File: config.mk
export PLATFORM = sky130hd
export DESIGN_NAME = vbi_gate
export DESIGN_NICKNAME = d
export VERILOG_FILES = /design/src/rtl/vbi_gate_pkg.sv /design/src/rtl/vbi_window.sv /design/src/rtl/vbi_policy.sv /design/src/rtl/vbi_sample_mux.sv /design/src/rtl/vbi_gate.sv
export SDC_FILE = /design/constraint.sdc
export NUM_CORES = 1
export LEC_CHECK = 0
export ABC_CLOCK_PERIOD_IN_PS = 5400
export BUFFER_PORTS_ARGS = -buffer_cell sky130_fd_sc_hd__clkbuf_2
export CAP_MARGIN = 15
export CORE_MARGIN = 4
export CORE_UTILIZATION = 45
export CTS_CLUSTER_DIAMETER = 40
export DETAILED_ROUTE_END_ITERATION = 12
export GPL_TIMING_DRIVEN = 0
export PLACE_DENSITY = 0.8
export REMOVE_ABC_BUFFERS = 1
export SYNTH_ARGS = -nofsm -noshare
export SYNTH_HDL_FRONTEND = slang
export SYNTH_SLANG_ARGS = --single-unit
File: constraint.sdc
create_clock -name clk -period 5.4 [get_ports clk]
set_clock_uncertainty 0.05 [all_clocks]
set_input_delay 1.08 -clock clk [delete_from_list [all_inputs] [get_ports clk]]
set_output_delay 1.08 -clock clk [all_outputs]
set_load 0.1 [all_outputs]
File: src/rtl/vbi_gate_pkg.sv
package vbi_gate_pkg;

    typedef enum logic [1:0] {
        STD_525I = 2'd0,
        STD_625I = 2'd1,
        STD_525P = 2'd2,
        STD_625P = 2'd3
    } vid_std_e;

    typedef enum logic [1:0] {
        TM_MASTER = 2'd0,
        TM_SLAVE0 = 2'd1,
        TM_SLAVE1 = 2'd2,
        TM_SLAVE2 = 2'd3
    } tmode_e;

    typedef struct packed {
        logic pass;
        logic in_win;
        logic eav_force;
        logic eav_clear;
    } line_dec_t;

    function automatic logic is_progressive(vid_std_e s);
        return (s == STD_525P) || (s == STD_625P);
    endfunction

endpackage

File: src/rtl/vbi_window.sv
module vbi_window
    import vbi_gate_pkg::*;
#(
    parameter int LW        = 11,
    parameter int LO_525I   = 10,
    parameter int HI_525I   = 20,
    parameter int LO_625I   = 7,
    parameter int HI_625I   = 22,
    parameter int LO_525P   = 13,
    parameter int HI_525P   = 42,
    parameter int LO_625P   = 6,
    parameter int HI_625P   = 43,
    parameter int CG_525I   = 20,
    parameter int CG_625I   = 22,
    parameter int CG_525P   = 41,
    parameter int CG_625P   = 43
) (
    input  logic [LW-1:0] line_num,
    input  logic          field,
    input  vid_std_e      std,
    output logic          in_win,
    output logic          cgms_line
);
    localparam int NSTD = 4;
    localparam logic [LW-1:0] LO_TAB [NSTD] = '{LW'(LO_525I), LW'(LO_625I), LW'(LO_525P), LW'(LO_625P)};
    localparam logic [LW-1:0] HI_TAB [NSTD] = '{LW'(HI_525I), LW'(HI_625I), LW'(HI_525P), LW'(HI_625P)};
    localparam logic [LW-1:0] CG_TAB [NSTD] = '{LW'(CG_525I), LW'(CG_625I), LW'(CG_525P), LW'(CG_625P)};

    logic [NSTD-1:0] win_hit;
    logic [NSTD-1:0] cg_hit;

    for (genvar g = 0; g < NSTD; g++) begin : g_std
        assign win_hit[g] = (line_num >= LO_TAB[g]) && (line_num <= HI_TAB[g]);
        assign cg_hit[g]  = (line_num == CG_TAB[g]);
    end

    always_comb begin
        in_win    = win_hit[std];
        cgms_line = cg_hit[std];
        // 625i carries its CGMS/WSS line in the first field only
        if (std == STD_625I && field) cgms_line = 1'b0;
    end
endmodule

File: src/rtl/vbi_policy.sv
module vbi_policy
    import vbi_gate_pkg::*;
(
    input  logic      in_win,
    input  logic      cgms_line,
    input  vid_std_e  std,
    input  tmode_e    tmode,
    input  logic      vbi_en_hd,
    input  logic      vbi_en_sd,
    input  logic      blank_ctl_en,
    input  logic      cgms_en,
    output line_dec_t dec
);
    logic vbi_on;
    logic mode_ok;
    logic cgms_keep;

    always_comb begin
        vbi_on = is_progressive(std) ? vbi_en_hd : vbi_en_sd;
        unique case (tmode)
            TM_MASTER, TM_SLAVE0: mode_ok = vbi_on;
            default:              mode_ok = vbi_on && blank_ctl_en;
        endcase
        cgms_keep = cgms_en && cgms_line;

        dec.in_win    = in_win;
        dec.pass      = !in_win || mode_ok || cgms_keep;
        dec.eav_force = in_win && !dec.pass;
        dec.eav_clear = in_win && dec.pass && (tmode == TM_SLAVE0);
    end
endmodule

File: src/rtl/vbi_sample_mux.sv
module vbi_sample_mux #(
    parameter int              DW      = 8,
    parameter logic [DW-1:0]   BLANK_Y = DW'(8'h10),
    parameter logic [DW-1:0]   BLANK_C = DW'(8'h80)
) (
    input  logic          pass,
    input  logic [DW-1:0] y_in,
    input  logic [DW-1:0] c_in,
    output logic [DW-1:0] y_out,
    output logic [DW-1:0] c_out
);
    always_comb begin
        y_out = pass ? y_in : BLANK_Y;
        c_out = pass ? c_in : BLANK_C;
    end
endmodule

File: src/rtl/vbi_gate.sv
module vbi_gate
    import vbi_gate_pkg::*;
#(
    parameter int DW = 8,
    parameter int LW = 11
) (
    input  logic          clk,
    input  logic          rst_n,
    input  logic          line_start,
    input  logic [LW-1:0] line_num,
    input  logic          field,
    input  logic [1:0]    std_sel,
    input  logic          vbi_en_hd,
    input  logic          vbi_en_sd,
    input  logic [1:0]    timing_mode,
    input  logic          blank_ctl_en,
    input  logic          cgms_en,
    input  logic [DW-1:0] in_y,
    input  logic [DW-1:0] in_c,
    output logic          line_pass,
    output logic          eav_force,
    output logic          eav_clear,
    output logic [DW-1:0] out_y,
    output logic [DW-1:0] out_c
);
    localparam logic [DW-1:0] BLANK_Y = DW'(8'h10);
    localparam logic [DW-1:0] BLANK_C = DW'(8'h80);
    localparam line_dec_t     DEC_RST = '{pass: 1'b1, in_win: 1'b0, eav_force: 1'b0, eav_clear: 1'b0};

    typedef struct packed {
        line_dec_t     dec;
        logic [DW-1:0] y;
        logic [DW-1:0] c;
    } state_t;

    state_t    st_d, st_q;
    line_dec_t new_dec;
    logic      win_hit;
    logic      cg_hit;
    logic [DW-1:0] mux_y, mux_c;

    vbi_window #(.LW(LW)) u_window (
        .line_num (line_num),
        .field    (field),
        .std      (vid_std_e'(std_sel)),
        .in_win   (win_hit),
        .cgms_line(cg_hit)
    );

    vbi_policy u_policy (
        .in_win      (win_hit),
        .cgms_line   (cg_hit),
        .std         (vid_std_e'(std_sel)),
        .tmode       (tmode_e'(timing_mode)),
        .vbi_en_hd   (vbi_en_hd),
        .vbi_en_sd   (vbi_en_sd),
        .blank_ctl_en(blank_ctl_en),
        .cgms_en     (cgms_en),
        .dec         (new_dec)
    );

    vbi_sample_mux #(.DW(DW), .BLANK_Y(BLANK_Y), .BLANK_C(BLANK_C)) u_mux (
        .pass (st_d.dec.pass),
        .y_in (in_y),
        .c_in (in_c),
        .y_out(mux_y),
        .c_out(mux_c)
    );

    always_comb begin
        st_d = st_q;
        if (line_start) st_d.dec = new_dec;
        st_d.y = mux_y;
        st_d.c = mux_c;
    end

    always_ff @(posedge clk) begin
        if (!rst_n) begin
            st_q.dec <= DEC_RST;
            st_q.y   <= BLANK_Y;
            st_q.c   <= BLANK_C;
        end else begin
            st_q <= st_d;
        end
    end

    assign line_pass = st_q.dec.pass;
    assign eav_force = st_q.dec.eav_force;
    assign eav_clear = st_q.dec.eav_clear;
    assign out_y     = st_q.y;
    assign out_c     = st_q.c;

    // lines outside the window are untouched
    assert_outside_pass_R2: assert property (@(posedge clk) disable iff (!rst_n)
        !st_q.dec.in_win |-> (line_pass && !eav_force && !eav_clear));

    // force and clear are mutually exclusive
    assert_flag_excl_R7: assert property (@(posedge clk) disable iff (!rst_n)
        !(eav_force && eav_clear));

    // decision holds between line boundaries
    assert_hold_midline_R10: assert property (@(posedge clk) disable iff (!rst_n)
        !line_start |=> $stable(st_q.dec));

    // blanked line drives blank levels one cycle later
    assert_blank_level_R9: assert property (@(posedge clk) disable iff (!rst_n)
        !st_d.dec.pass |=> (out_y == BLANK_Y && out_c == BLANK_C));

    // passed line forwards the sample one cycle later
    assert_pass_data_R9: assert property (@(posedge clk) disable iff (!rst_n)
        st_d.dec.pass |=> (out_y == $past(in_y) && out_c == $past(in_c)));

    // clear flag only on a passing in-window line
    assert_clear_pass_R6: assert property (@(posedge clk) disable iff (!rst_n)
        eav_clear |-> (line_pass && st_q.dec.in_win));
endmodule

==> impl_metrics.ini <==
[outcome]
status = finished, final reports clean

[timing]
period_share_pct = 54.3
slew_headroom_pct = 62.3
rsz0062_at_grt = false
maxSlewViolCount = 0
finalSetupViolCount = 0
setup_tns_ps = 0
finalCriticalPeriod_ps = 2930
hold_viol = 0
worstMarginPinSlew_ps = 564
fmax_ghz = 0.341

[final_layout]
final_cell_area_sq_um = 1280
fillCellCount = 182
finish.net_count = 202
utilization_pct = 63.4
seqCellArea_sq_um = 380
antenna_cells = 0
drive_gt1_share_pct = 49.4
area_growth_pct = 30.9
multi_input_area_sq_um = 537
instances_no_fill = 189

[clock_network]
cts-resized-gates = 0
cts_root_buf = clkbuf_4
cts_tree = built
clk_transition_reported_paths_ps = 100
clkSinkCount = 19
clk_latency_ps = 280
numCtsBuffers = 3
htree_levels = 1
post-cts-setup-buffers = 0
holdBufCountCts = 0
clockBufferDepth = 2

[routing]
drt_wl_total_mm = 2.47
ant_nets = 0
drt_iter0_drc = 14
drc = 0
first_pass_iters = 4
vias = 983
wl_per_cell_microns = 13.1
vias_per_cell = 5.20

[flow_run]
drv_cap = 0

[yosys]
synth_cell_types = 36
syn_inst = 107
ys_seq_elements = 19
synthArstFlopShare_pct = 0
synthFlopType = dfxtp_1
synth.avg_cell_area_sq_um = 9.14
synth.area.top_cells = dfxtp_1 (39%), a21oi_2 (8.1%), nand2_1 (6.1%)
ys_seq_area_share_pct = 38.9
synth_area_sq_um = 978
synth_warnings = 0
synth_top_area_cell = dfxtp_1
synth_most_common_cell = dfxtp_1
synth_top_area_share_pct = 38.9
synth_edf_count = 0
synthTopCellsByCount = dfxtp_1 (19), nand2_1 (16), a21oi_1 (9), a21oi_2 (9), inv_1 (5)

[placed_design]
post-dp-hpwl_mm = 2.00
io_buffers = 57
placed_area_sq_um = 1250
gp_congestion = 0.941
placed_cells = 185

[global_route]
grt_overflow_total = 0
track_usage_pct = 17.9
grt_pass1_vias = 918
antenna_found_initial = 0
grt_pass1_wl_mm = 3.89
grt_max_degree = 18

[worst_setup_path]
rr_startpoint = line_pass
worstPathRequired_ps = 5530
crit_path_cell_trace = clkbuf_2 -> or4_4 -> nor4_1 -> or4_1 -> nand4_2 -> a211o_1
max_stage_delay_ps = 550
crit_start = line_num[8]
critical_path_class = input pin to flip-flop
startpoint_type = input pin
crit_path_end_kind = flip-flop
path_max_fanout = 17
slowest_stage = or4_4
worstPathArrival_ps = 3060

[floorplanning]
dieArea_sq_um = 2980
initial_core_util_pct = 48.4
placementRows = 16
die_width_microns = 54.6
core-area_sq_um = 2020
pin_count = 58
die_h_microns = 54.6

[power]
p_leak_nw = 0.610
ir_worst_vdd_mv = 0.140
finalPower_w = 0.000319
p_per_area_nw_per_um2 = 249

[hold_path]
hold_path.class = flip-flop to flip-flop
holdCritStartpoint = eav_force
flip-flops by register name, indices dropped and copies added, names as in the netlist:
name,cells
out_c,8
out_y,8
eav_force,1
line_pass,1
eav_clear,1
worst max-delay path: cells and delay by family:
kind | cells | cell delay [ps]
AO/OA/AOI/OAI | 1 | 420
buffers and inverters | 1 | 90
AND/OR/NAND/NOR | 4 | 1480
cell families after synthesis:
group	share of synthesized area, %
flip-flops	38.9
buffers and inverters	6.27
multiplexers	1.02
AND/OR/NAND/NOR	28.1
AO/OA/AOI/OAI	25.7
stage by stage:
step	setup slack [ps]	hold WS (ps)
after floorplan	2480	1100
after global placement	2190	566
after detailed placement	2160	578
after CTS	2470	601
after global routing	2380	650
final	2470	605
report_power, final:
part | switching, W | internal (W)
logic | 0.0000777 | 0.0000246
clock network | 0.0000395 | 0.0000287
registers | 0.00000181 | 0.000147
total | 0.000119 | 0.000200
cell usage in the layout, fill, tap and decap left out, types with 2 or more instances in the layout:
master,Yosys,layout
a211o_1,2,2
a21oi_1,9,9
a21oi_2,9,9
clkbuf_2,0,57
clkbuf_4,0,3
dfxtp_1,19,19
inv_1,5,5
nand2_1,16,16
nand3_1,4,4
nand4_1,3,3
nor2_1,2,2
nor3b_1,4,4
nor4_1,2,2
nor4b_1,3,3
o21ai_0,3,3
or2_2,2,2
final timing paths:
kind	endpoint	slack, ps	cells past startpoint
worst max-delay path	out_y[4]	2470	6
worst min-delay path	eav_force	610	2
worst max register to register	out_y[4]	3850	3
worst min register to register	eav_force	610	2
cell type report:
| type | count | area share, % |
|---|---|---|
| Sequential cell | 19 | 29.7 |
| Multi-Input combinational cell | 77 | 41.9 |
| Inverter | 5 | 1.46 |
| Tap cell | 27 | 2.64 |
| Timing Repair Buffer | 57 | 22.3 |
| Clock buffer | 4 | 2.05 |
layer usage:
| metal | GRT usage [%] | part of all wire (%) | up-vias |
|---|---|---|---|
| met2 | 31.7 | 51 | 34 |
| li1 | - | - | 507 |
| met4 | 4.98 | 0.32 | 0 |
| met5 | 0 | 0 | - |
| met3 | 3.81 | 7.3 | 2 |
| met1 | 21.5 | 41 | 440 |
Power figures use the tool's default switching activity.
